<file path="src/rtl/cmd_dec_pkg.sv">
package cmd_dec_pkg;
   localparam int WORD_W  = 32;
   localparam int TYPE_LO = 30;
   localparam int CNT_LO  = 16;
   localparam int RPT_BIT = 15;
   localparam int OP_LO   = 8;
   localparam int REGA_LO = 0;
   localparam int REGB_LO = 11;

   typedef enum logic [1:0] {
      PK_BURST = 2'b00,
      PK_PAIR  = 2'b01,
      PK_FILL  = 2'b10,
      PK_OPC   = 2'b11
   } pkt_kind_e;

   typedef enum logic [1:0] {
      EV_REG    = 2'd0,
      EV_OPHDR  = 2'd1,
      EV_OPDATA = 2'd2
   } ev_kind_e;

   typedef enum logic [2:0] {
      M_HDR, M_BURST, M_PAIR, M_OPC, M_SKIP
   } dec_mode_e;
endpackage

</file>
<file path="src/rtl/cmd_hdr_fields.sv">
module cmd_hdr_fields
   import cmd_dec_pkg::*;
#(
   parameter int REG_W = 11,
   parameter int CNT_W = 14,
   parameter int OP_W  = 8
) (
   input  logic [WORD_W-1:0] word,
   output pkt_kind_e         kind,
   output logic [CNT_W-1:0]  cnt,
   output logic [REG_W-1:0]  reg_a,
   output logic [REG_W-1:0]  reg_b,
   output logic              rpt,
   output logic [OP_W-1:0]   opcode
);
   if (CNT_LO + CNT_W > TYPE_LO) begin : g_bad_cnt
      $error("count field overlaps the type bits");
   end
   if (REGB_LO + REG_W > CNT_LO + 6) begin : g_bad_reg
      $error("second register field too wide");
   end
   if (OP_LO + OP_W > CNT_LO) begin : g_bad_op
      $error("opcode field overlaps the count field");
   end

   assign kind   = pkt_kind_e'(word[TYPE_LO +: 2]);
   assign cnt    = word[CNT_LO +: CNT_W];
   assign reg_a  = word[REGA_LO +: REG_W];
   assign reg_b  = word[REGB_LO +: REG_W];
   assign rpt    = word[RPT_BIT];
   assign opcode = word[OP_LO +: OP_W];
endmodule

</file>
<file path="src/rtl/cmd_op_match.sv">
module cmd_op_match #(
   parameter int                      OP_W    = 8,
   parameter int                      NUM_OPS = 7,
   parameter logic [NUM_OPS*OP_W-1:0] OP_LIST = '0
) (
   input  logic [OP_W-1:0] opcode,
   output logic            hit
);
   if (NUM_OPS < 1) begin : g_bad_num
      $error("supported opcode list is empty");
   end

   logic [NUM_OPS-1:0] match;

   for (genvar g = 0; g < NUM_OPS; g++) begin : g_cmp
      assign match[g] = (opcode == OP_LIST[g*OP_W +: OP_W]);
   end

   assign hit = |match;
endmodule

</file>
<file path="src/rtl/cmd_payload_seq.sv">
module cmd_payload_seq
   import cmd_dec_pkg::*;
#(
   parameter int REG_W = 11,
   parameter int CNT_W = 14,
   parameter int OP_W  = 8
) (
   input  logic             clk,
   input  logic             rst,
   input  logic             hdr_take,
   input  logic             pay_take,
   input  pkt_kind_e        kind,
   input  logic [CNT_W-1:0] cnt,
   input  logic [REG_W-1:0] reg_a,
   input  logic [REG_W-1:0] reg_b,
   input  logic             rpt,
   input  logic [OP_W-1:0]  opcode,
   input  logic             op_hit,
   output dec_mode_e        mode,
   output logic [CNT_W-1:0] rem,
   output logic [REG_W-1:0] idx,
   output logic [OP_W-1:0]  op_q,
   output logic             err
);
   logic [REG_W-1:0] idx2;
   logic             rpt_q;

   always_ff @(posedge clk) begin
      if (rst) begin
         mode  <= M_HDR;
         rem   <= '0;
         idx   <= '0;
         idx2  <= '0;
         rpt_q <= 1'b0;
         op_q  <= '0;
         err   <= 1'b0;
      end else if (hdr_take) begin
         unique case (kind)
            PK_BURST: begin
               mode  <= M_BURST;
               rem   <= cnt;
               idx   <= reg_a;
               rpt_q <= rpt;
            end
            PK_PAIR: begin
               mode  <= M_PAIR;
               rem   <= CNT_W'(1);
               idx   <= reg_a;
               idx2  <= reg_b;
               rpt_q <= 1'b0;
            end
            PK_FILL: begin
               rem <= '0;
            end
            PK_OPC: begin
               rem  <= cnt;
               op_q <= opcode;
               if (op_hit) begin
                  mode <= M_OPC;
               end else begin
                  mode <= M_SKIP;
                  err  <= 1'b1;
               end
            end
            default: ;
         endcase
      end else if (pay_take) begin
         if (rem == '0) mode <= M_HDR;
         else           rem  <= rem - CNT_W'(1);
         if (mode == M_PAIR)  idx <= idx2;
         else if (!rpt_q)     idx <= idx + REG_W'(1);
      end
   end
endmodule

</file>
<file path="src/rtl/cmd_stream_decoder.sv">
module cmd_stream_decoder
   import cmd_dec_pkg::*;
#(
   parameter int                      REG_W   = 11,
   parameter int                      CNT_W   = 14,
   parameter int                      OP_W    = 8,
   parameter int                      NUM_OPS = 7,
   parameter logic [NUM_OPS*OP_W-1:0] OP_LIST =
      {8'h9B, 8'h9A, 8'h94, 8'h32, 8'h29, 8'h26, 8'h23}
) (
   input  logic              clk,
   input  logic              rst,
   input  logic              in_valid,
   output logic              in_ready,
   input  logic [31:0]       in_word,
   output logic              out_valid,
   input  logic              out_ready,
   output logic [1:0]        out_kind,
   output logic [REG_W-1:0]  out_reg,
   output logic [31:0]       out_data,
   output logic [OP_W-1:0]   out_opcode,
   output logic [CNT_W-1:0]  out_count,
   output logic              err_flag
);
   pkt_kind_e        hf_kind;
   logic [CNT_W-1:0] hf_cnt;
   logic [REG_W-1:0] hf_ra, hf_rb;
   logic             hf_rpt;
   logic [OP_W-1:0]  hf_op;
   logic             op_hit;
   dec_mode_e        mode;
   logic [CNT_W-1:0] rem;
   logic [REG_W-1:0] idx;
   logic [OP_W-1:0]  op_q;
   logic             expect_hdr, rem_is_zero, emits, accept;

   cmd_hdr_fields #(.REG_W(REG_W), .CNT_W(CNT_W), .OP_W(OP_W)) u_fields (
      .word(in_word), .kind(hf_kind), .cnt(hf_cnt), .reg_a(hf_ra),
      .reg_b(hf_rb), .rpt(hf_rpt), .opcode(hf_op)
   );

   cmd_op_match #(.OP_W(OP_W), .NUM_OPS(NUM_OPS), .OP_LIST(OP_LIST)) u_match (
      .opcode(hf_op), .hit(op_hit)
   );

   cmd_payload_seq #(.REG_W(REG_W), .CNT_W(CNT_W), .OP_W(OP_W)) u_seq (
      .clk(clk), .rst(rst),
      .hdr_take(accept && expect_hdr), .pay_take(accept && !expect_hdr),
      .kind(hf_kind), .cnt(hf_cnt), .reg_a(hf_ra), .reg_b(hf_rb),
      .rpt(hf_rpt), .opcode(hf_op), .op_hit(op_hit),
      .mode(mode), .rem(rem), .idx(idx), .op_q(op_q), .err(err_flag)
   );

   assign expect_hdr  = (mode == M_HDR);
   assign rem_is_zero = (rem == '0);
   assign emits       = expect_hdr ? (hf_kind == PK_OPC && op_hit)
                                   : (mode != M_SKIP);
   assign out_valid   = in_valid && emits;
   assign in_ready    = emits ? out_ready : 1'b1;
   assign accept      = in_valid && in_ready;
   assign out_data    = in_word;

   always_comb begin
      out_kind   = EV_REG;
      out_reg    = '0;
      out_opcode = '0;
      out_count  = '0;
      if (expect_hdr) begin
         out_kind   = EV_OPHDR;
         out_opcode = hf_op;
         out_count  = hf_cnt;
      end else if (mode == M_BURST || mode == M_PAIR) begin
         out_kind = EV_REG;
         out_reg  = idx;
      end else begin
         out_kind   = EV_OPDATA;
         out_opcode = op_q;
         out_count  = rem;
      end
   end
endmodule

</file>
<file path="config.mk">
export PLATFORM = sky130hd
export DESIGN_NAME = cmd_stream_decoder
export DESIGN_NICKNAME = d
export VERILOG_FILES = /design/src/rtl/cmd_dec_pkg.sv /design/src/rtl/cmd_hdr_fields.sv /design/src/rtl/cmd_op_match.sv /design/src/rtl/cmd_payload_seq.sv /design/src/rtl/cmd_stream_decoder.sv
export SDC_FILE = /design/constraint.sdc
export NUM_CORES = 1
export LEC_CHECK = 0
export ABC_AREA = 1
export BUFFER_PORTS_ARGS = -buffer_cell sky130_fd_sc_hd__buf_2
export CAP_MARGIN = 25
export CORE_MARGIN = 2
export CORE_UTILIZATION = 45
export DETAILED_ROUTE_END_ITERATION = 10
export PLACE_DENSITY = 0.74
export SYNTH_ARGS = -nofsm -noshare
export SYNTH_HDL_FRONTEND = slang
export SYNTH_SLANG_ARGS = --single-unit
</file>
<file path="constraint.sdc">
create_clock -name clk -period 1.75 [get_ports clk]
set_input_delay 0.4375 -clock clk [delete_from_list [all_inputs] [get_ports clk]]
set_output_delay 0.4375 -clock clk [all_outputs]
set_load 0.02 [all_outputs]
</file>
==> results.md, run 1 <==
* Count of nets left with antenna violations after detail routing at 0
* Count of vias placed by the detailed router at 4468
* Classification of the worst-slack hold path: input pin to flop
* WL/cell at 15.7 um
* Fin worst setup slack at -0.332 ns
* Global-route total usage across every layer at 26.5%
* Number of I/O pins at around 110
* Violations in the final reports: negative setup slack
* Post-Layout Inst Area at around 0.0058 mm^2
* Fraction of final layout cells with drive strength greater than 1 at 46.4%
* Number of port buffers at 105
* Setup crit end: out_opcode[4]
* Pre-CTS WS at -0.432 ns
* Critical path class: flop to primary output
* TritonCTS buffer count at 5
* Vias in the first global route at 3897
* Power Internal at 3340 uW
* TritonCTS clock tree: yes
* Hold violation count in the final report at 0
* Reported leakage power at 0.00265 uW
* Post-synthesis area per instance at just over 6 um^2
* Chip width at just over 90 um
* Clock Skews at 0.00674 ns
* Setup-violating endpoint count in the final report at 86
* Setup Total Neg Slack at -15.54 ns
* Leading area contributor after synthesis: dfxtp_1
* Area share of the leading cell type in the synthesized netlist at 27.4%
* Transition time of the tightest slew-check pin at 0.472 ns
* First-pass GRT wire length at 18500 um
* Leading cell types by total area after synthesis: dfxtp_1 27%, nand2_1 14%, nor2_1 11%
* Post-synthesis cell count at 581
* Number of standard cells in the layout, taps in and fillers out at 828
* Area after detailed placement at 0.00469 mm^2
* Share of flip-flops with an asynchronous set or reset at 0%
* Clock Power Share at 11.4%
* Count of H-tree levels built during CTS at 2
* Final worst path period need at 2.08 ns
* Worst Setup Start Kind: flop
* Relative slew margins at 68.3%
* Max Fclk at 480 MHz
* Initial antenna violation count at 0
* Part of the power in combinational logic at between 60 and 70%
* Count of inserted antenna diode cells at 0
* Worst setup startpoint: u_seq.mode[0]$_SDFFE_PP0P_
* Initial standard-cell utilization of the core at 46.3%
* Fraction of the yosys area taken by sequential cells at 27.4%
* RePlAce Congestion at 0.919
* Depth of the worst register-to-register path at 12
* Proportion of power drawn by flip-flops and latches at 23.9%
* Tcrit/Tclk final at 119%
* Critical path endpoint category: primary output
* Leading register cell type out of synthesis: dfxtp_1
* Detailed-routing iteration count for the pre-antenna-repair pass at 8
* Max-cap violations at 0
* Synth warnings at 0
* Setup repair after global routing missed its margin: true
* Number of nets in the layout at 768
* Std cell rows at 32
* Result of the run: complete, but fails checks
* Clock transition at path regs at 0.09 ns
* R2r endpoint: u_seq.mode[0]$_SDFFE_PP0P_
* Clock tree buffer depth at 2
* Die Span Y at 93.2 um
* Clock latency of the later-clocked register in the worst-skew pair at 0.31 ns
* Number of placed instances with taps included at 801
* Detailed router's first-iteration violation count at roughly 370
* Net switching component of the power at 2750 uW
* Worst vdd rail ir drop at 536 uV
* Proportion of total power due to net switching at 45.2%
* Sinks on the clock net at slightly below 50
* Post-route total power at 6100 uW
* Reg-to-reg slack, setup at -0.28 ns
* Root buffer selected by CTS: clkbuf_8
* Floorplan Core Area at 0.00773 mm^2
* Post-DP HPWL at 8230 um
* Max Slew Vio Count at 0
* CP Max Fanout at 7
* Critical path required time at 1.31 ns
* Post-synth EDFFs at 0
* Mapped Area at around 0.0036 mm^2
* Overflow left after global routing at 0
* Floorplan die area at around 0.0087 mm^2
* Area growth from synthesis to layout at 60.8%
* Post-route DRC at 0
* Number of synthesized register bits at 49
* Power per unit of standard cell area at 1060 mW/mm^2
* Arrival time worst endpoint at about 1.6 ns
* Worst flop-to-flop path startpoint: u_seq.mode[0]$_SDFFE_PP0P_
* Synth unique cells at 38
* Syn_nets at between 600 and 700
* Wirelength, routed at 13000 um
* Maximum number of pins on one net before global-route repair at 25
* Detail-routed via count per cell at between 5 and 6
## worst max-delay path, stage by stage, from the launching register on
cell and delay [ns]:
dfxtp_4 0.38, nor2_4 0.13, inv_2 0.06, nor2_4 0.17, inv_4 0.08, nand2_8 0.09, inv_6 0.05, a22o_1 0.22
buf_6 0.14
## cell type report
cell class / count / area (um^2)
Clock buffer: 6 / 82.6
Sequential cell: 49 / 996
Timing Repair Buffer: 194 / 1680
Fill cell: 502 / 1970
Tap cell: 102 / 128
Inverter: 66 / 322
Clock inverter: 1 / 7.51
Multi-Input combinational cell: 410 / 2550
## cell usage in the layout (no fill, tap or decap), types with 7 or more instances in the layout
cell,netlist,layout
nand2_1,131,109
nor2_1,108,82
buf_4,36,64
buf_2,6,62
buf_6,1,52
o21ai_0,75,45
inv_1,62,44
dfxtp_1,49,43
nor2_4,1,24
nand2_2,4,20
o21ai_2,1,17
a21oi_1,20,16
o21ai_1,2,12
nand3_1,18,11
xor2_1,10,10
inv_2,3,9
nand3_2,2,7
buf_8,3,7
## worst min path at each step
stage	to	slack, ns	depth (start not counted)	start
2_1_floorplan	u_seq.op_q[4]$_SDFFE_PP0P_	0.44	2	u_seq.op_q[4]$_SDFFE_PP0P_
3_3_place_gp	u_seq.err$_SDFFE_PP0P_	0.45	2	u_seq.err$_SDFFE_PP0P_
3_5_place_dp	u_seq.err$_SDFFE_PP0P_	0.45	2	u_seq.err$_SDFFE_PP0P_
4_1_cts	u_seq.idx2[7]$_SDFFE_PP0P_	0.42	3	in_word[18]
5_1_grt	u_seq.idx2[7]$_SDFFE_PP0P_	0.44	3	in_word[18]
6_report	u_seq.idx2[7]$_SDFFE_PP0P_	0.41	3	in_word[18]
## cell families (layout without fill, tap and decap cells)
kind of cell / after synthesis / in the layout / synth area share (%)
AOI/OAI and AO/OA: 112 / 112 / 16.9
and+or+nand+nor: 279 / 279 / 32.4
muxes: 2 / 2 / 0.559
adders and majority gates: 6 / 6 / 2.10
buffers and inverters: 122 / 267 / 18.0
xor gates and xnor gates: 11 / 11 / 2.69
DFF: 49 / 49 / 27.4
## power groups by stage
stage	clock network (uW)	logic [uW]	registers, uW
5_1_grt	740	4190	1480
3_5_place_dp	0	2860	1440
6_report	696	3940	1460
2_1_floorplan	0	2020	1420
3_3_place_gp	0	2800	1430
4_1_cts	702	3270	1420
## metal layers
layer	track usage [%]	share of wire, %	vias up
met5	0	0	-
met4	11.0	3.6	0
met3	3.95	5.9	50
met2	45.4	51	205
met1	33.4	39	2108
li1	-	-	2105
## state kept, by name, indices dropped and copies added, names as in the netlist
signal / count
u_seq.rem: 14
u_seq.op_q: 8
u_seq.mode: 3
u_seq.rpt_q: 1
u_seq.err: 1
u_seq.idx: 11
u_seq.idx2: 11
## timing repair
action / in CTS / in global routing
pin swaps: 16 / 27
gates cloned: 1 / 3
hold endpoints to repair: 0 / 0
resized for setup: 121 / 119
buffers inserted: 10 / 10
endpoints found under the setup margin: 79 / 83
hold buffers: 0 / 0
## cell usage after synthesis (3+ instances only)
| master | count |
|---|---|
| a21oi_1 | 20 |
| o22ai_1 | 6 |
| a22o_1 | 3 |
| nand2_2 | 4 |
| xor2_1 | 10 |
| nor2_1 | 108 |
| o21ai_0 | 75 |
| nand3_1 | 18 |
| dfxtp_1 | 49 |
| inv_2 | 3 |
| ha_1 | 6 |
| nand4_1 | 5 |
| nand2_1 | 131 |
| buf_8 | 3 |
| clkbuf_1 | 10 |
| inv_1 | 62 |
| buf_4 | 36 |
| buf_2 | 6 |
## metrics by stage
stage	utilization, %	hold slack (ns)
after global placement	60.7	0.447
after CTS	68.1	0.417
after global routing	74.5	0.437
after detailed placement	60.7	0.453
after floorplan	-	0.439
final	74.5	0.411
Note: power is estimated with default switching activity, not from simulation.
==> run 2: changes to the inputs <==
Settings changed: MAX_ROUTING_LAYER set to met4, REMOVE_ABC_BUFFERS set to 1.
==> run 2 against run 1 <==
Effect of this change:
- the flow still finishes with violations (negative setup slack)
- via count grew 12%
- global-route usage grew 0.97 points
- power grew 12%
- final cell count grew 1.9%
- routed wire length grew 29%
- worst hold slack gained 0.025 ns
- maximum frequency shrank 1.9%
- critical path depth is the same
- critical path type unchanged
- sequential cell count is the same
- non-clock buffer count grew 15
- first-iteration DRC count grew 24%
- largest power group unchanged
- sequential power is essentially flat
==> results.md, run 2 (synthesis results as in run 1) <==
* Result of the run: complete, but fails checks
* Violations in the final reports: negative setup slack
* Sinks on the clock net at 49
* Largest register by flop count: u_seq.rem
* Setup-violating endpoint count in the final report at 84
* Worst vdd rail ir drop at 723 uV
* Std cell rows at 32
* Clock Power Share at 11.8%
* Commonest cells after routing, fill and taps aside: 84 x nand2_1, 72 x nor2_1, 72 x buf_4, 62 x buf_2, 53 x buf_6
* First-pass GRT wire length at 18700 um
* TritonCTS clock tree: yes
* Clock transition at path regs at 0.11 ns
* RePlAce Congestion at 0.941
* Final worst path period need at about 2.1 ns
* Worst Setup Start Kind: flop
* Max Fclk at 471 MHz
* Global-route total usage across every layer at around 28%
* Setup repair after global routing missed its margin: true
* Arrival time worst endpoint at 1.69 ns
* Fraction of final layout cells with drive strength greater than 1 at a little under three fifths
* Fin worst setup slack at -0.373 ns
* Part of the power in combinational logic at 66.7%
* Count of H-tree levels built during CTS at 2
* Count of vias placed by the detailed router at roughly 5000
* Tcrit/Tclk final at 121%
* Net switching component of the power at approximately 3200 uW
* Depth of the worst register-to-register path at 10
* Overflow left after global routing at 0
* Area growth from synthesis to layout at 74.5%
* Power Internal at approximately 3600 uW
* Transition time of the tightest slew-check pin at 0.521 ns
* Floorplan Core Area at ~0.0077 mm^2
* Clock tree buffer depth at 2
* Detail-routed via count per cell at a little under 6
* Setup crit end: out_count[5]
* Detailed router's first-iteration violation count at ~460
* Setup Total Neg Slack at -15.36 ns
* CP Max Fanout at 7
* Clock Skews at around 0.018 ns
* Post-route DRC at 0
* Wirelength, routed at between 15000 and 20000 um
* Proportion of total power due to net switching at 47.2%
* Root buffer selected by CTS: clkbuf_8
* Relative slew margins at 65.2%
* Reg-to-reg slack, setup at -0.22 ns
* Registers with the most flip-flops: u_seq.rem x14, u_seq.idx2 x11, u_seq.idx x11
* Count of inserted antenna diode cells at 0
* Post-DP HPWL at 7590 um
* Hold WS at 0.437 ns
* Max-cap violations at 0
* Max FFs per register at 14
* TritonCTS buffer count at 5
* Count of nets left with antenna violations after detail routing at 0
* Floorplan die area at 0.00869 mm^2
* Number of nets in the layout at 783
* Critical path endpoint category: primary output
* Number of port buffers at 105
* Die Span Y at 93.2 um
* Critical path class: flop to primary output
* Maximum number of pins on one net before global-route repair at 39
* Worst flop-to-flop path startpoint: u_seq.mode[0]$_SDFFE_PP0P_
* Reported leakage power at around 0.0029 uW
* Number of hold-repair buffers added at the cts stage at 0
* Initial antenna violation count at 0
* Initial standard-cell utilization of the core at 46.3%
* Classification of the worst-slack hold path: input pin to flop
* Critical path required time at 1.31 ns
* Chip width at 93.2 um
* Detailed-routing iteration count for the pre-antenna-repair pass at 7
* R2r endpoint: u_seq.idx2[8]$_SDFFE_PP0P_
* Clock latency of the later-clocked register in the worst-skew pair at ~0.33 ns
* Most common cell after layout, fill and taps aside: nand2_1
* Worst setup startpoint: u_seq.mode[2]$_SDFFE_PP0P_
* Proportion of power drawn by flip-flops and latches at a little over a fifth
* Hold violation count in the final report at 0
* WL/cell at 19.9 um
* Vias in the first global route at 4020
* Power per unit of standard cell area at 1090 mW/mm^2
* Number of I/O pins at about 110
* Max Slew Vio Count at 0
## run 2: through the flow
| step | total power, uW | cell area (um^2) | setup WS [ns] | util (%) | instances |
|---|---|---|---|---|---|
| after global placement | 3880 | 4380 | -0.259 | 56.6 | 800 |
| after global routing | 7080 | 6250 | -0.418 | 80.9 | 844 |
| final | 6820 | 6250 | -0.373 | 80.9 | 844 |
| after CTS | 5160 | 4990 | -0.259 | 64.6 | 820 |
| after floorplan | 2840 | 3190 | -1.07 | - | 525 |
| after detailed placement | 3940 | 4380 | -0.340 | 56.6 | 800 |
## run 2: repair_timing
item / CTS / global route
hold endpoints to repair: 0 / 0
endpoints found under the setup margin: 58 / 86
pin swaps: 23 / 82
buffers inserted: 11 / 22
resized for setup: 147 / 312
gates cloned: 1 / 7
## run 2: power groups by stage
stage / sequential, uW / clock (uW) / combinational, uW
after floorplan: 1410 / 0 / 1430
after global placement: 1420 / 0 / 2470
after detailed placement: 1420 / 0 / 2510
after CTS: 1410 / 765 / 2990
final: 1470 / 802 / 4550
after global routing: 1480 / 840 / 4750
## run 2: worst min-delay path by stage
stage                               startpoint                    endpoint  slack (ns)  cells past startpoint
CTS                                 in_word[9]  u_seq.op_q[1]$_SDFFE_PP0P_        0.41                      3
floorplan           u_seq.op_q[4]$_SDFFE_PP0P_  u_seq.op_q[4]$_SDFFE_PP0P_        0.43                      2
global route                        in_word[9]  u_seq.op_q[1]$_SDFFE_PP0P_        0.44                      3
detailed placement      u_seq.err$_SDFFE_PP0P_      u_seq.err$_SDFFE_PP0P_        0.44                      2
finish                              in_word[2]   u_seq.idx[2]$_SDFFE_PP0P_        0.44                      5
global placement        u_seq.err$_SDFFE_PP0P_      u_seq.err$_SDFFE_PP0P_        0.44                      2
## run 2: per-layer routing
| metal | up-vias | global-route usage, % | share of wire, % |
|---|---|---|---|
| li1 | 2115 | - | - |
| met1 | 2342 | 32.2 | 36 |
| met2 | 430 | 46.6 | 48 |
| met3 | 119 | 4.51 | 9.4 |
| met4 | 0 | 12.1 | 6.2 |
| met5 | - | - | 0 |
## run 2: worst max-delay path: stages, from the launching register on
cell	delay [ns]
dfxtp_4	0.38
nor3_4	0.21
inv_2	0.08
nand2_2	0.09
inv_4	0.06
nand2_8	0.11
inv_8	0.06
a22o_1	0.22
buf_6	0.14
## run 2: layout make-up
type                       instances  area [um^2]
clock inverter                     1         5.00
tap                              102          128
inverter                          66          315
sequential                        49          998
multi-input combinational        410         2820
timing repair buffer             209         1880
fill                             398         1480
clock buffer                       7         96.3
